==> src/rtl/spw_pkg.sv <==
package spw_pkg;

  typedef enum logic [2:0] {
    OP_IDLE     = 3'd0,
    OP_DIRECT   = 3'd1,
    OP_IND      = 3'd2,
    OP_IND_UP   = 3'd3,
    OP_IND_DN   = 3'd4,
    OP_LOAD_IDX = 3'd5,
    OP_READ_IDX = 3'd6
  } spw_op_e;

  function automatic logic op_is_access(input spw_op_e op);
    return (op == OP_DIRECT) || (op == OP_IND) ||
           (op == OP_IND_UP) || (op == OP_IND_DN);
  endfunction

  function automatic logic op_is_indirect(input spw_op_e op);
    return (op == OP_IND) || (op == OP_IND_UP) || (op == OP_IND_DN);
  endfunction

endpackage

==> src/rtl/spw_addr_sel.sv <==
module spw_addr_sel
  import spw_pkg::*;
#(
  parameter int ADDR_W = 6,
  parameter int WIN_W  = 3,
  parameter int DIR_W  = 4,
  parameter int DATA_W = 8
) (
  input  logic              clk,
  input  logic              rst,
  input  spw_op_e           op,
  input  logic [DIR_W-1:0]  dir_addr,
  input  logic [ADDR_W-1:0] idx,
  input  logic [DATA_W-1:0] wdata,
  output logic [ADDR_W-1:0] cell_addr,
  output logic              access,
  output logic              idx_upd,
  output logic [ADDR_W-1:0] idx_nxt
);

  localparam int PAD_W = ADDR_W - DIR_W;

  // Step the pointer inside its group: only the low WIN_W bits move.
  function automatic logic [ADDR_W-1:0] win_step(input logic [ADDR_W-1:0] p,
                                                 input logic up);
    logic [WIN_W-1:0] lo;
    lo = up ? (p[WIN_W-1:0] + WIN_W'(1)) : (p[WIN_W-1:0] - WIN_W'(1));
    return {p[ADDR_W-1:WIN_W], lo};
  endfunction

  function automatic logic [ADDR_W-1:0] widen_dir(input logic [DIR_W-1:0] a);
    return {{PAD_W{1'b0}}, a};
  endfunction

  assign access = op_is_access(op);

  always_comb begin
    if (op_is_indirect(op)) cell_addr = idx;
    else                    cell_addr = widen_dir(dir_addr);
  end

  always_comb begin
    idx_upd = 1'b1;
    idx_nxt = idx;
    case (op)
      OP_IND_UP:   idx_nxt = win_step(idx, 1'b1);
      OP_IND_DN:   idx_nxt = win_step(idx, 1'b0);
      OP_LOAD_IDX: idx_nxt = wdata[ADDR_W-1:0];
      default:     idx_upd = 1'b0;
    endcase
  end

  // a direct access never reaches beyond the directly named range
  a_r2_direct_low: assert property (@(posedge clk) disable iff (rst)
    (op == OP_DIRECT) |-> (cell_addr < ADDR_W'(1 << DIR_W)));

endmodule

==> src/rtl/spw_index_reg.sv <==
module spw_index_reg #(
  parameter int ADDR_W = 6
) (
  input  logic              clk,
  input  logic              rst,
  input  logic              upd,
  input  logic [ADDR_W-1:0] nxt,
  output logic [ADDR_W-1:0] idx_q
);

  always_ff @(posedge clk) begin
    if (rst)      idx_q <= '0;
    else if (upd) idx_q <= nxt;
  end

  // reset leaves the pointer at cell zero
  a_r1_reset_clears: assert property (@(posedge clk)
    rst |=> (idx_q == '0));

endmodule

==> src/rtl/spw_store.sv <==
module spw_store #(
  parameter int ADDR_W = 6,
  parameter int DATA_W = 8
) (
  input  logic              clk,
  input  logic              wr_en,
  input  logic [ADDR_W-1:0] addr,
  input  logic [DATA_W-1:0] wr_data,
  output logic [DATA_W-1:0] rd_data
);

  localparam int DEPTH = 1 << ADDR_W;

  logic [DATA_W-1:0] cells [DEPTH];

  always_ff @(posedge clk) begin
    if (wr_en) cells[addr] <= wr_data;
  end

  assign rd_data = cells[addr];

endmodule

==> src/rtl/spw_regfile.sv <==
module spw_regfile
  import spw_pkg::*;
#(
  parameter int ADDR_W = 6,
  parameter int WIN_W  = 3,
  parameter int DIR_W  = 4,
  parameter int DATA_W = 8
) (
  input  logic              clk,
  input  logic              rst,
  input  logic [2:0]        op_i,
  input  logic [DIR_W-1:0]  dir_addr_i,
  input  logic [DATA_W-1:0] wdata_i,
  input  logic              we_i,
  output logic [DATA_W-1:0] rdata_o,
  output logic [ADDR_W-1:0] idx_o
);

  localparam int EXT_W = DATA_W - ADDR_W;

  spw_op_e           op;
  logic [ADDR_W-1:0] cell_addr;
  logic              access;
  logic              idx_upd;
  logic [ADDR_W-1:0] idx_nxt;
  logic              wr_en;
  logic [DATA_W-1:0] cell_rd;

  assign op    = spw_op_e'(op_i);
  assign wr_en = access && we_i;

  spw_addr_sel #(
    .ADDR_W(ADDR_W), .WIN_W(WIN_W), .DIR_W(DIR_W), .DATA_W(DATA_W)
  ) sel_i (
    .clk       (clk),
    .rst       (rst),
    .op        (op),
    .dir_addr  (dir_addr_i),
    .idx       (idx_o),
    .wdata     (wdata_i),
    .cell_addr (cell_addr),
    .access    (access),
    .idx_upd   (idx_upd),
    .idx_nxt   (idx_nxt)
  );

  spw_index_reg #(.ADDR_W(ADDR_W)) idx_i (
    .clk   (clk),
    .rst   (rst),
    .upd   (idx_upd),
    .nxt   (idx_nxt),
    .idx_q (idx_o)
  );

  spw_store #(.ADDR_W(ADDR_W), .DATA_W(DATA_W)) store_i (
    .clk     (clk),
    .wr_en   (wr_en),
    .addr    (cell_addr),
    .wr_data (wdata_i),
    .rd_data (cell_rd)
  );

  always_comb begin
    if (op == OP_READ_IDX) rdata_o = {{EXT_W{1'b0}}, idx_o};
    else if (access)       rdata_o = cell_rd;
    else                   rdata_o = '0;
  end

  // plain accesses, idle and index reads leave the pointer alone
  a_r3_idx_hold: assert property (@(posedge clk) disable iff (rst)
    (op_i == 3'd0 || op_i == 3'd1 || op_i == 3'd2 || op_i == 3'd6 || op_i == 3'd7)
    |=> $stable(idx_o));

  // step up wraps within the group
  a_r4_up_wraps: assert property (@(posedge clk) disable iff (rst)
    (op_i == 3'd3) |=>
      (idx_o[ADDR_W-1:WIN_W] == $past(idx_o[ADDR_W-1:WIN_W])) &&
      (idx_o[WIN_W-1:0] == WIN_W'($past(idx_o[WIN_W-1:0]) + WIN_W'(1))));

  // step down wraps within the group
  a_r5_dn_wraps: assert property (@(posedge clk) disable iff (rst)
    (op_i == 3'd4) |=>
      (idx_o[ADDR_W-1:WIN_W] == $past(idx_o[ADDR_W-1:WIN_W])) &&
      (idx_o[WIN_W-1:0] == WIN_W'($past(idx_o[WIN_W-1:0]) - WIN_W'(1))));

  // loading the index takes the low data bits
  a_r6_load_idx: assert property (@(posedge clk) disable iff (rst)
    (op_i == 3'd5) |=> (idx_o == $past(wdata_i[ADDR_W-1:0])));

  // no cell write without the enable
  a_r8_no_write: assert property (@(posedge clk) disable iff (rst)
    !we_i |-> !wr_en);

endmodule

==> config.mk <==
export PLATFORM = sky130hd
export DESIGN_NAME = spw_regfile
export DESIGN_NICKNAME = d
export VERILOG_FILES = /design/src/rtl/spw_pkg.sv /design/src/rtl/spw_addr_sel.sv /design/src/rtl/spw_index_reg.sv /design/src/rtl/spw_store.sv /design/src/rtl/spw_regfile.sv
export SDC_FILE = /design/constraint.sdc
export NUM_CORES = 1
export LEC_CHECK = 0
export BUFFER_PORTS_ARGS = -buffer_cell sky130_fd_sc_hd__buf_2
export CAP_MARGIN = 20
export CORE_UTILIZATION = 55
export CTS_BUF_LIST = sky130_fd_sc_hd__clkbuf_16
export DETAILED_ROUTE_END_ITERATION = 8
export HOLD_SLACK_MARGIN = 0.08
export PLACE_DENSITY = 0.71
export RECOVER_POWER = 50
export SLEW_MARGIN = 20
export SYNTH_ARGS = -nofsm -noshare
export SYNTH_HDL_FRONTEND = slang
export SYNTH_SLANG_ARGS = --single-unit
==> constraint.sdc <==
create_clock -name clk -period 6 [get_ports clk]
set_input_delay 0.9 -clock clk [delete_from_list [all_inputs] [get_ports clk]]
set_output_delay 0.9 -clock clk [all_outputs]
set_load 0.005 [all_outputs]
Word level (Yosys, flattened, before mapping)
Memories as Yosys holds them, arrays and structs flattened.
Index checks and enable logic that the tools add are counted.

cells by class
  order comparisons = 0
  shift-type cells = 0
  multiplexer cells = 7
  divide/modulo/power cells = 0
  eq/ne operators = 6
  bitwise operators = 2
  $mul = 0
  $add $sub $neg = 2
  reductions and logical operators = 10

operator list
  kind                   number
  $pmux W6 S3            1
  $mux W8                2
  $eq A3 B3 Y1 const B   3
  $eq A3 B2 Y1 const B   2
  $mux W6                1
  $logic_or A1 B1 Y1     5
  $reduce_and A4 Y1      1
  $add A3 B1 Y3 const B  1
  $eq A3 B1 Y1 const B   1
  $mux W1                3
  $reduce_bool A3 Y1     1
  $reduce_or A3 Y1       1
  $sub A3 B1 Y3 const B  1
  $not A1 Y1             2
  $reduce_and A2 Y1      1
  $logic_and A1 B1 Y1    1

storage, ports and cells
  memories = 1
  logic and storage cells = 30
  ROM bits = 0
  bits of input ports = 18
  flip-flop bits (word level) = 6
  bits in writable memories = 512
  bits in latches = 0

memory list
  memory         depth  bits a word  read ports  clocked after Yosys merged registers in  write ports  line             text
  store_i.cells  64     8            1           0                                        1            spw_store.sv:14  logic [DATA_W-1:0] cells [DEPTH];

Longest topological paths before layout
Gate-level depths: netlist of the first run.

  depth in word-level cells = 7
  mapped depth = 14
  gate-level depth less buffers = 9

By module
A second synthesis of the first run with hierarchy kept.

unflattened totals
  cell total of the unflattened synthesis = 1248
  area, all modules = 21001.4 sq um

by module, submodules not included
  module         area an instance (sq um)  sequential area each (sq um)  cells an instance  instances
  spw_store      20289.5                   15374.7                       1163               1
  spw_addr_sel   337.8                     0.0                           42                 1
  spw_index_reg  214.0                     120.1                         19                 1
  spw_regfile    160.2                     0.0                           24                 1

Worst setup path before layout of the first run
OpenSTA, ideal clock, no wires.

  path kind = input to output
  start = input port op_i[1]
  end = output port rdata_o[2]
  setup slack = 2.136 ns
  arrival = 2.964 ns
  stages on the path = 12
  cells stage by stage = buf_4 -> nor3b_2 -> buf_6 -> inv_6 -> a21oi_2 -> nor2_4 -> buf_6 -> nand3_2 -> o22ai_1 -> o41a_1 -> a2111oi_0 -> a31o_1

between the ends
  word-level cells in the longest chain between the ends = 7

RTL lines
  item                                    line                                         text
  start, declared                         spw_regfile.sv:11                            input logic [2:0] op_i,
  $eq A3 B2 Y1, on equally long branches  spw_pkg.sv:14, spw_pkg.sv:19, spw_pkg.sv:15
  $logic_or A1 B1 Y1 (2 in series)        spw_pkg.sv:19                                return (op == OP_IND) || (op == OP_IND_UP) || (op == OP_IND_DN);
  $mux W6                                 spw_addr_sel.sv:38                           if (op_is_indirect(op)) cell_addr = idx;
  $mem_v2 Z64 W8                          n/a
  $mux W8                                 spw_regfile.sv:65                            else if (access) rdata_o = cell_rd;
  $mux W8 (*)                             spw_regfile.sv:64                            if (op == OP_READ_IDX) rdata_o = {{EXT_W{1'b0}}, idx_o};
  end, declared                           spw_regfile.sv:15                            output logic [DATA_W-1:0] rdata_o,

Every way passes the cells marked *; elsewhere a longest branch is shown, timed or not.

Worst setup path in the final report of the first run
  start = input port op_i[2]
  end = output port rdata_o[2]

The elaborated chain is that of the path after synthesis.

==> key figures, run 1 <==
STA
  – Setup total negative slack: 0 ns
  – Fin. Hold Viols: 0
  – Worst Max-Slew Pin Slew: 3.52 ns
  – Final max-slew violation count: 526
  – Setup violations, final: 0
  – Rel. slew slack: -134%
  – RSZ-0062 raised after global routing: no
  – Worst Skew: 0.0215 ns
  – Fmax achieved: 170 MHz
  – Fin crit share: 98.0%
  – Worst hold slack: 0.553 ns
  – Fin crit period: 5.88 ns

CTS
  – CTS buffer count: 49
  – CTS tree: done
  – Clk slew on worst S/H paths: 0.06 ns
  – Clock Sinks: 518
  – Htree depth: 2
  – Root Driver: clkbuf_16
  – Worst-Skew Late Latency: 0.59 ns
  – CTS max path bufs: 3
  – Post-CTS setup buffer count: 0
  – Hold buffers post-CTS: 0

Critical path
  – R2R depth: 8
  – Critical Path Sink: rdata_o[2]
  – Crit-path max FO: 45
  – Worst reg2reg setup slack: 2.66 ns
  – Critical Path RT: 5.10 ns
  – R2r endpoint: store_i.cells[8][6]
  – Startpoint types: primary input
  – Endpoint class of the critical path: output port
  – CP arrival: 4.98 ns
  – Critical path class: primary input to output port
  – Worst Setup SP: op_i[2]
  – Reg-to-Reg Start: idx_i.idx_q[0]

GRT
  – Number of global-route vias before repair: 13.0k
  – GRT Total Usage: 33.2%
  – Largest net degree at the start of global routing: 66
  – Initial antenna violation count: 1
  – First-pass GRT wire length: 91100 um
  – Global route overflow: 0

Power and ir drop
  – Pwr Density: 342 nW/um2
  – Leak: 7.45 nW
  – VDD IR-drop max: 0.000198 V

Finish
  – Storage element area: 15500 um2
  – Layout cells sized above 1: 15.5%
  – Most common cell after layout, fill and taps aside: edfxtp_1
  – Area delta synth->final: 11.2%
  – Ant. Diodes: 0
  – # fillers: 2750
  – Final layout net count: 1447
  – Area of the multi-input gates: 4870 um2
  – Leading cell types in the layout, fill and taps excluded: 512 x edfxtp_1, 132 x nand2_1, 98 x nor2_1, 64 x o22ai_1, 51 x buf_4

Flow run
  – Max-Cap Viols: 8

Outcome
  – Status: finished, violations left
  – Failing checks: max-capacitance violations, max-slew violations

Routing
  – Drt wl/cell: 32.1 um
  – Detail Route Antenna Nets: 0
  – DR pass1 iterations: 7
  – DRC violations left: 0
  – DRT iter0 DRCs: 2127
  – Routed WL: 63400 um
  – Via count: 13.7k
  – Vias per cell: 6.95

Synth
  – Number of synthesized flops with an enable pin: 512
  – Primary FF master, synth: edfxtp_1
  – Unique masters post-synth: 78
  – Cells after synthesis: 1371
  – Ys async rst share: 0%
  – Syn nets: 1390
  – Sequential share of the synthesized area: 74.2%
  – Mean Syn Cell Area: 15.2 um2
  – Yosys reg bits: 518
  – Ys Warns: 0
  – Mapped Area: 20900 um2

Floorplan
  – Row count: 71
  – Core area: 37500 um2
  – Die area: 38800 um2
  – # IOs: 32
  – Die height: 197 um
  – Initial Util: 55.7%
  – Die Wd: 197 um

Place
  – Hpwl dp: 40200 um
  – RD Place Congestion: 1.02
  – # port buffers: 31

Worst hold path
  – Hold Crit Class: primary input to register
[cells by family after synthesis]
family	Yosys count	synth area share, %
mux	52	2.71
xor+xnor	3	0.126
compound gates	325	11.7
buf+inv	93	2.61
fa+ha+maj	1	0.0958
simple gates	379	8.61
flops	518	74.2
[per-layer routing]
layer | part of all wire, % | GRT usage (%) | up-vias
li1 | - | - | 5602
met1 | 37 | 46.3 | 6794
met2 | 45 | 49.5 | 1131
met3 | 13 | 8.54 | 190
met4 | 4.7 | 14.8 | 0
met5 | 0 | 0 | -
[final cells by class]
class | count | share of cell area, %
clock buffers | 49 | 5.28
clock inverters | 38 | 1.38
inverters | 5 | 0.102
multi-input cells | 760 | 21.0
flip-flops and latches | 518 | 66.7
well taps | 511 | 2.75
repair buffers | 94 | 2.79
[registers in the layout, indices dropped and copies added, names as in the netlist]
register	cells
idx_i.idx_q	6
store_i.cells	512
[critical path, cell delays in order]
cell and delay [ns]:
buf_2 0.18, nor3b_2 0.57, buf_4 0.28, inv_6 0.06
a21o_1 0.18, nand2_2 0.16, buf_4 0.54, nor2_1 0.29
a32oi_1 0.30, a31oi_1 0.19, a2111oi_0 0.80, a31o_1 0.31
buf_2 0.13
[synth_stat cells (all sizes together) (18+ instances only)]
cell type | n | area share, %
edfxtp | 512 | 74
mux2 | 37 | 2.0
nand3 | 34 | 0.92
o21ai | 38 | 0.98
and3 | 30 | 0.90
nor3 | 43 | 1.1
o22ai | 66 | 2.0
a211oi | 32 | 1.1
a31oi | 25 | 0.75
nand2 | 136 | 2.6
o221ai | 28 | 1.2
nor2 | 101 | 1.9
buf | 72 | 2.2
a22oi | 18 | 0.65
[metrics by stage]
step | worst slack [ns] | util, % | std cells | area [um2] | power, W
after floorplan | 2.14 | - | 1371 | 20900 | 0.00454
after global placement | 0.377 | 57.9 | 1888 | 21700 | 0.00490
after detailed placement | 0.323 | 57.9 | 1888 | 21700 | 0.00491
after CTS | 0.267 | 62.0 | 1975 | 23200 | 0.00790
after global routing | 0.0573 | 62.0 | 1975 | 23200 | 0.00808
final | 0.120 | 62.0 | 1975 | 23200 | 0.00793
[where the power goes]
part           switching [W]  leakage [nW]  internal (W)
Clock                0.00133         0.795       0.00174
Combinational       0.000615          2.00      0.000246
Sequential         0.0000105          4.65       0.00400
[repair_timing]
| action | in CTS | in global routing |
|---|---|---|
| endpoints found under the setup margin | 0 | 1 |
| resized for setup | 0 | 1 |
| endpoints found under the hold margin | 0 | 0 |
[how the worst min path moves through the flow]
stage	slack, ns	to	startpoint	cells after the start
after floorplan	0.56	idx_i.idx_q[4]	idx_i.idx_q[4]	2
after global placement	0.64	idx_i.idx_q[2]	idx_i.idx_q[2]	2
after detailed placement	0.66	idx_i.idx_q[2]	idx_i.idx_q[2]	2
after CTS	0.54	idx_i.idx_q[0]	rst	2
after global routing	0.57	idx_i.idx_q[4]	rst	2
final	0.55	idx_i.idx_q[0]	rst	2
No activity file was read; power rests on OpenSTA's default activity.
==> run 2: changes to the inputs <==
Settings changed: SETUP_SLACK_MARGIN set to 0.4.
==> run 2 against run 1 <==
Net effect:
- the flow still finishes with violations (max-capacitance violations, max-slew violations)
- via count rose by 0.31%
- core utilization about the same
- fmax grew 5.3%
==> key figures, run 2 (synthesized netlist as in run 1, its figures left out) <==
Outcome
  – Status: finished, violations left
  – Failing checks: max-capacitance violations, max-slew violations

Critical path
  – R2r endpoint: store_i.cells[40][0]
  – Crit-path max FO: 31
  – Worst Path Buf+Inv: 4
  – Reg-to-Reg Start: idx_i.idx_q[0]
  – Crit. path cell count: 12
  – Critical Path RT: 5.10 ns
  – Startpoint types: primary input
  – CP arrival: 4.69 ns
  – Crit-path cells: buf_2 -> nor3b_4 -> or3_1 -> buf_4 -> nand2_4 -> buf_4 -> nor3_1 -> a22oi_1 -> a41oi_1 -> nor4_1 -> a41oi_1 -> buf_2
  – Worst reg2reg setup slack: 2.64 ns
  – Critical path's slowest cell: nor3_1
  – Slowest Stage Delay on Critical Path: 0.80 ns
  – Endpoint class of the critical path: output port
  – R2R depth: 8
  – Crit path max-delay family: simple AND/OR/NAND/NOR gates
  – Critical path class: primary input to output port

Finish
  – Final layout net count: 1447
  – Most common cell after layout, fill and taps aside: edfxtp_1
  – Final Util: 62.0%
  – Leading cell types in the layout, fill and taps excluded: 512 x edfxtp_1, 132 x nand2_1, 98 x nor2_1, 64 x o22ai_1, 50 x buf_4
  – Max FFs per register: 512
  – Layout cells sized above 1: 15.5%
  – Area of the multi-input gates: 4880 um2
  – Area delta synth->final: 11.2%
  – Ant. Diodes: 0
  – # fillers: 2748
  – Biggest regs: store_i.cells x512, idx_i.idx_q x6
  – Largest register by flop count: store_i.cells
  – Storage element area: 15500 um2

GRT
  – Initial antenna violation count: 0
  – Largest net degree at the start of global routing: 66
  – Number of global-route vias before repair: 13.0k
  – First-pass GRT wire length: 91200 um
  – GRT Total Usage: 33.2%
  – Global route overflow: 0

Routing
  – Routed WL: 63400 um
  – Vias per cell: 6.97
  – Drt wl/cell: 32.1 um
  – DRT iter0 DRCs: 2159
  – DR pass1 iterations: 6
  – Via count: 13.8k
  – DRC violations left: 0
  – Detail Route Antenna Nets: 0

CTS
  – CTS max path bufs: 3
  – CTS buffer count: 49
  – Clk slew on worst S/H paths: 0.06 ns
  – Clock Sinks: 518
  – CTS tree: done
  – Worst-Skew Late Latency: 0.59 ns
  – Htree depth: 2
  – Root Driver: clkbuf_16

Place
  – # port buffers: 31
  – Hpwl dp: 40200 um
  – RD Place Congestion: 1.02

Power and ir drop
  – Pwr Density: 341 nW/um2
  – Leak: 7.45 nW
  – VDD IR-drop max: 0.000199 V

Worst hold path
  – WHS Path Cells: 2
  – Hold Crit Class: primary input to register
  – Critical hold path startpoint: rst
  – Hold EP: idx_i.idx_q[0]

STA
  – Setup total negative slack: 0 ns
  – Worst Max-Slew Pin Slew: 3.50 ns
  – Setup violations, final: 0
  – Final max-slew violation count: 526
  – RSZ-0062 raised after global routing: yes
  – Fin crit share: 93.1%
  – Fmax achieved: 179 MHz
  – Fin crit period: 5.59 ns
  – Worst Skew: 0.0215 ns
  – Worst hold slack: 0.555 ns
  – Fin. Hold Viols: 0
  – Rel. slew slack: -133%

Floorplan
  – # IOs: 32
  – Initial Util: 55.7%
  – Core area: 37500 um2
  – Die height: 197 um
  – Die Wd: 197 um
  – Row count: 71
  – Die area: 38800 um2

Flow run
  – Max-Cap Viols: 8
[run 2: cell counts in the layout (fill, tap and decap cells not counted)]
No cell type changed its count.
[run 2: final cells by class]
type / instances / share of cell area (%)
clock inverter: 38 / 1.38
inverter: 5 / 0.102
clock buffer: 49 / 5.28
multi-input combinational: 760 / 21.0
sequential: 518 / 66.7
tap: 511 / 2.75
timing repair buffer: 94 / 2.80
[run 2: how the worst max path moves through the flow]
| stage | start | endpoint | slack [ns] |
|---|---|---|---|
| final | op_i[2] | rdata_o[6] | 0.41 |
| after detailed placement | op_i[2] | rdata_o[4] | 0.32 |
| after CTS | op_i[2] | rdata_o[4] | 0.37 |
| after global placement | op_i[2] | rdata_o[4] | 0.38 |
| after floorplan | op_i[1] | rdata_o[2] | 2.14 |
| after global routing | op_i[1] | rdata_o[4] | 0.36 |
[run 2: metal layers]
| layer | vias up | track usage (%) | wire (um) |
|---|---|---|---|
| li1 | 5606 | - | - |
| met1 | 6760 | 46.4 | 23400 |
| met2 | 1191 | 49.9 | 28300 |
| met3 | 203 | 7.96 | 8460 |
| met4 | 0 | 14.7 | 3230 |
| met5 | - | 0 | 0 |
[run 2: what timing repair did]
action / CTS / global route
setup endpoints to repair: 2 / 5
resized for setup: 2 / 3
hold buffers: 0 / 0
setup buffers: 0 / 0
[run 2: power by group]
part           leakage [nW]  switching [W]  internal [W]
logic                  2.00       0.000614      0.000247
registers              4.65      0.0000107       0.00400
clock network         0.795        0.00132       0.00174
[run 2: through the flow]
stage	worst slack [ns]	instance area (um2)	instances	total power, W
2_1_floorplan	2.14	20900	1371	0.00454
6_report	0.414	23200	1975	0.00793
3_3_place_gp	0.377	21700	1888	0.00490
3_5_place_dp	0.323	21700	1888	0.00491
4_1_cts	0.366	23300	1975	0.00790
5_1_grt	0.364	23200	1975	0.00808
==> run 3: changes to the inputs <==
Settings changed: ABC_AREA set to 1.
==> run 3 against run 2 <==
Net effect:
- the run still ends with max-capacitance violations, max-slew violations left
- final cell count is 57% higher
- sequential power is essentially flat
- cell area up 11%
- largest power group unchanged
- first-iteration DRC count shrank 6.4%
- critical path type unchanged
- combinational power shrank 1%
- sequential cell count is the same
- sequential share of layout area is 6.7 points lower
- synthesized cell count increased by 83%
- core utilization down 0.76 points
- die area rose by 13%
- worst setup slack improved by 0.85 ns
==> key figures, run 3 <==
Worst hold path
  – Critical hold path startpoint: idx_i.idx_q[3]
  – Hold EP: idx_i.idx_q[3]
  – WHS Path Cells: 2
  – Hold Crit Class: register to register

Routing
  – DRC violations left: 0
  – Vias per cell: 5.53
  – DR pass1 iterations: 6
  – Via count: 17.1k
  – Drt wl/cell: 20.3 um
  – DRT iter0 DRCs: 2021
  – Detail Route Antenna Nets: 0
  – Routed WL: 62600 um

Critical path
  – Crit-path cells: buf_2 -> nor2_2 -> nand2_4 -> nand2_8 -> nand2_1 -> nand2_4 -> buf_4 -> nand2_1 -> nand2_1 -> nand2_1 -> a21oi_1 -> nor2_1 -> nand3_1 -> nand2_1 -> buf_2
  – Critical Path RT: 5.10 ns
  – Critical path class: primary input to output port
  – Crit-path max FO: 54
  – R2r endpoint: store_i.cells[3][4]
  – Reg-to-Reg Start: idx_i.idx_q[1]
  – Slowest Stage Delay on Critical Path: 0.64 ns
  – Worst path most repeated cell: nand2_1
  – Startpoint types: primary input
  – CP arrival: 3.84 ns
  – Endpoint class of the critical path: output port
  – Worst Path Buf+Inv: 3
  – R2R depth: 6
  – Crit path max-delay family: simple AND/OR/NAND/NOR gates
  – Worst reg2reg setup slack: 2.31 ns
  – Critical path's slowest cell: nand2_4

Finish
  – Max FFs per register: 512
  – Area of the multi-input gates: 6370 um2
  – Leading cell types in the layout, fill and taps excluded: 1136 x nand2_1, 512 x edfxtp_1, 365 x inv_1, 153 x nand3_1, 101 x nor2_1
  – # fillers: 3481
  – Largest register by flop count: store_i.cells
  – Final layout net count: 2533
  – Storage element area: 15500 um2
  – Area delta synth->final: 8.90%
  – Most common cell after layout, fill and taps aside: nand2_1
  – Ant. Diodes: 0
  – Layout cells sized above 1: 5.72%
  – Biggest regs: store_i.cells x512, idx_i.idx_q x6
  – Final Util: 61.2%

Floorplan
  – Core area: 42200 um2
  – Die area: 44000 um2
  – Die Wd: 210 um
  – # IOs: 32
  – Die height: 210 um
  – Initial Util: 56.2%
  – Row count: 75

Synth
  – Share of Yosys cell area claimed by the top area cell type: 64.8%
  – Yosys top cell by area: edfxtp_1
  – Mean Syn Cell Area: 9.47 um2
  – Syn nets: 2526
  – Sequential share of the synthesized area: 65.3%
  – Number of synthesized flops with an enable pin: 512
  – Top cells by area, synth: edfxtp_1 65%, nand2_1 18%, inv_1 5.5%
  – Yosys reg bits: 518
  – Ys Warns: 0
  – Mapped Area: 23700 um2
  – Most frequent cell after synthesis: nand2_1
  – Unique masters post-synth: 30
  – Primary FF master, synth: edfxtp_1
  – Cells after synthesis: 2507
  – Ys async rst share: 0%
  – Synth top cells by count: 1141 x nand2_1, 512 x edfxtp_1, 348 x inv_1, 154 x nand3_1, 101 x nor2_1

Place
  – RD Place Congestion: 0.887
  – Hpwl dp: 36000 um
  – # port buffers: 31

Power and ir drop
  – Leak: 11.5 nW
  – Pwr Density: 308 nW/um2
  – VDD IR-drop max: 0.000269 V

CTS
  – Clk slew on worst S/H paths: 0.06 ns
  – Root Driver: clkbuf_16
  – CTS buffer count: 53
  – CTS max path bufs: 3
  – PostCTS Resize Cnt: 0
  – Post-CTS setup buffer count: 0
  – Htree depth: 2
  – CTS tree: done
  – Clock Sinks: 518
  – Hold buffers post-CTS: 0
  – Worst-Skew Late Latency: 0.60 ns

STA
  – Worst Max-Slew Pin Slew: 3.75 ns
  – RSZ-0062 raised after global routing: no
  – Fin crit share: 78.9%
  – Setup violations, final: 0
  – Fin. Hold Viols: 0
  – Setup total negative slack: 0 ns
  – Worst Skew: 0.0130 ns
  – Rel. slew slack: -150%
  – Fmax achieved: 211 MHz
  – Fin crit period: 4.74 ns
  – Final max-slew violation count: 526

Flow run
  – Max-Cap Viols: 8

GRT
  – Initial antenna violation count: 0
  – Largest net degree at the start of global routing: 105
  – First-pass GRT wire length: 96600 um
  – Number of global-route vias before repair: 16.9k
  – GRT Total Usage: 29.2%
  – Global route overflow: 0

Outcome
  – Failing checks: max-capacitance violations, max-slew violations
  – Status: finished, violations left
## run 3: changes by cell type after synthesis, sizes merged, moves of 18 or more
cell | previous run | this run
nand2 | 136 | 1147
inv | 5 | 351
nand3 | 34 | 155
o22ai | 66 | 0
mux2 | 37 | 0
nor3 | 43 | 6
nand3b | 1 | 36
a211oi | 32 | 0
and3 | 30 | 0
o221ai | 28 | 0
a31oi | 25 | 1
o21ai | 38 | 60
a22oi | 18 | 0
## run 3: cell type report
class,count,area share (%)
well taps,539,2.61
inverters,351,5.10
clock buffers,53,5.13
clock inverters,42,1.10
repair buffers,62,1.48
multi-input cells,1528,24.7
flip-flops and latches,518,59.9
## run 3: worst max-delay path by stage
stage	startpoint	to	slack [ns]	cells after the start
after floorplan	op_i[1]	rdata_o[6]	2.83	15
after global placement	op_i[1]	rdata_o[4]	1.44	15
after detailed placement	op_i[1]	rdata_o[4]	1.39	15
after global routing	op_i[1]	rdata_o[4]	1.15	17
after CTS	op_i[1]	rdata_o[1]	1.38	17
final	op_i[1]	rdata_o[4]	1.26	15
## run 3: power breakdown
group	switching, W	internal [W]
registers	0.00000880	0.00400
logic	0.000650	0.000201
clock network	0.00135	0.00176
## run 3: kinds of logic (layout without fill, tap and decap cells)
group / after synthesis / in the layout / share of synthesized area, %
buffers and inverters: 461 / 508 / 8.06
adder cells (fa/ha/maj): 1 / 1 / 0.0843
AO/OA/AOI/OAI: 76 / 76 / 1.64
AND/OR/NAND/NOR: 1450 / 1450 / 24.9
XOR/XNOR: 1 / 1 / 0.0369
flip-flops: 518 / 518 / 65.3
## run 3: worst reg2reg max path, stage by stage (launching register included)
cell and delay [ns]:
dfxtp_1 0.43, inv_1 0.11, nand2_1 0.12, nand2_4 0.47
nor2_1 0.74, nand2_1 0.59, nor2_1 0.85
## run 3: through the flow
stage | instance area [um2] | setup slack (ns) | total power (W) | hold slack [ns] | cells
global placement | 24300 | 1.44 | 0.00490 | 0.592 | 2998
finish | 25900 | 1.26 | 0.00797 | 0.625 | 3093
floorplan | 23700 | 2.83 | 0.00460 | 0.545 | 2507
global route | 25900 | 1.15 | 0.00820 | 0.662 | 3093
CTS | 25900 | 1.38 | 0.00796 | 0.612 | 3093
detailed placement | 24300 | 1.39 | 0.00491 | 0.601 | 2998
## run 3: routing by layer
| metal | global-route usage [%] | vias up | wire [um] | share of wire (%) |
|---|---|---|---|---|
| li1 | - | 7952 | - | - |
| met1 | 37.8 | 8031 | 24000 | 38 |
| met2 | 48.0 | 944 | 29800 | 48 |
| met3 | 4.29 | 177 | 5800 | 9.3 |
| met4 | 15.3 | 0 | 3070 | 4.9 |
| met5 | 0 | - | 0 | 0 |
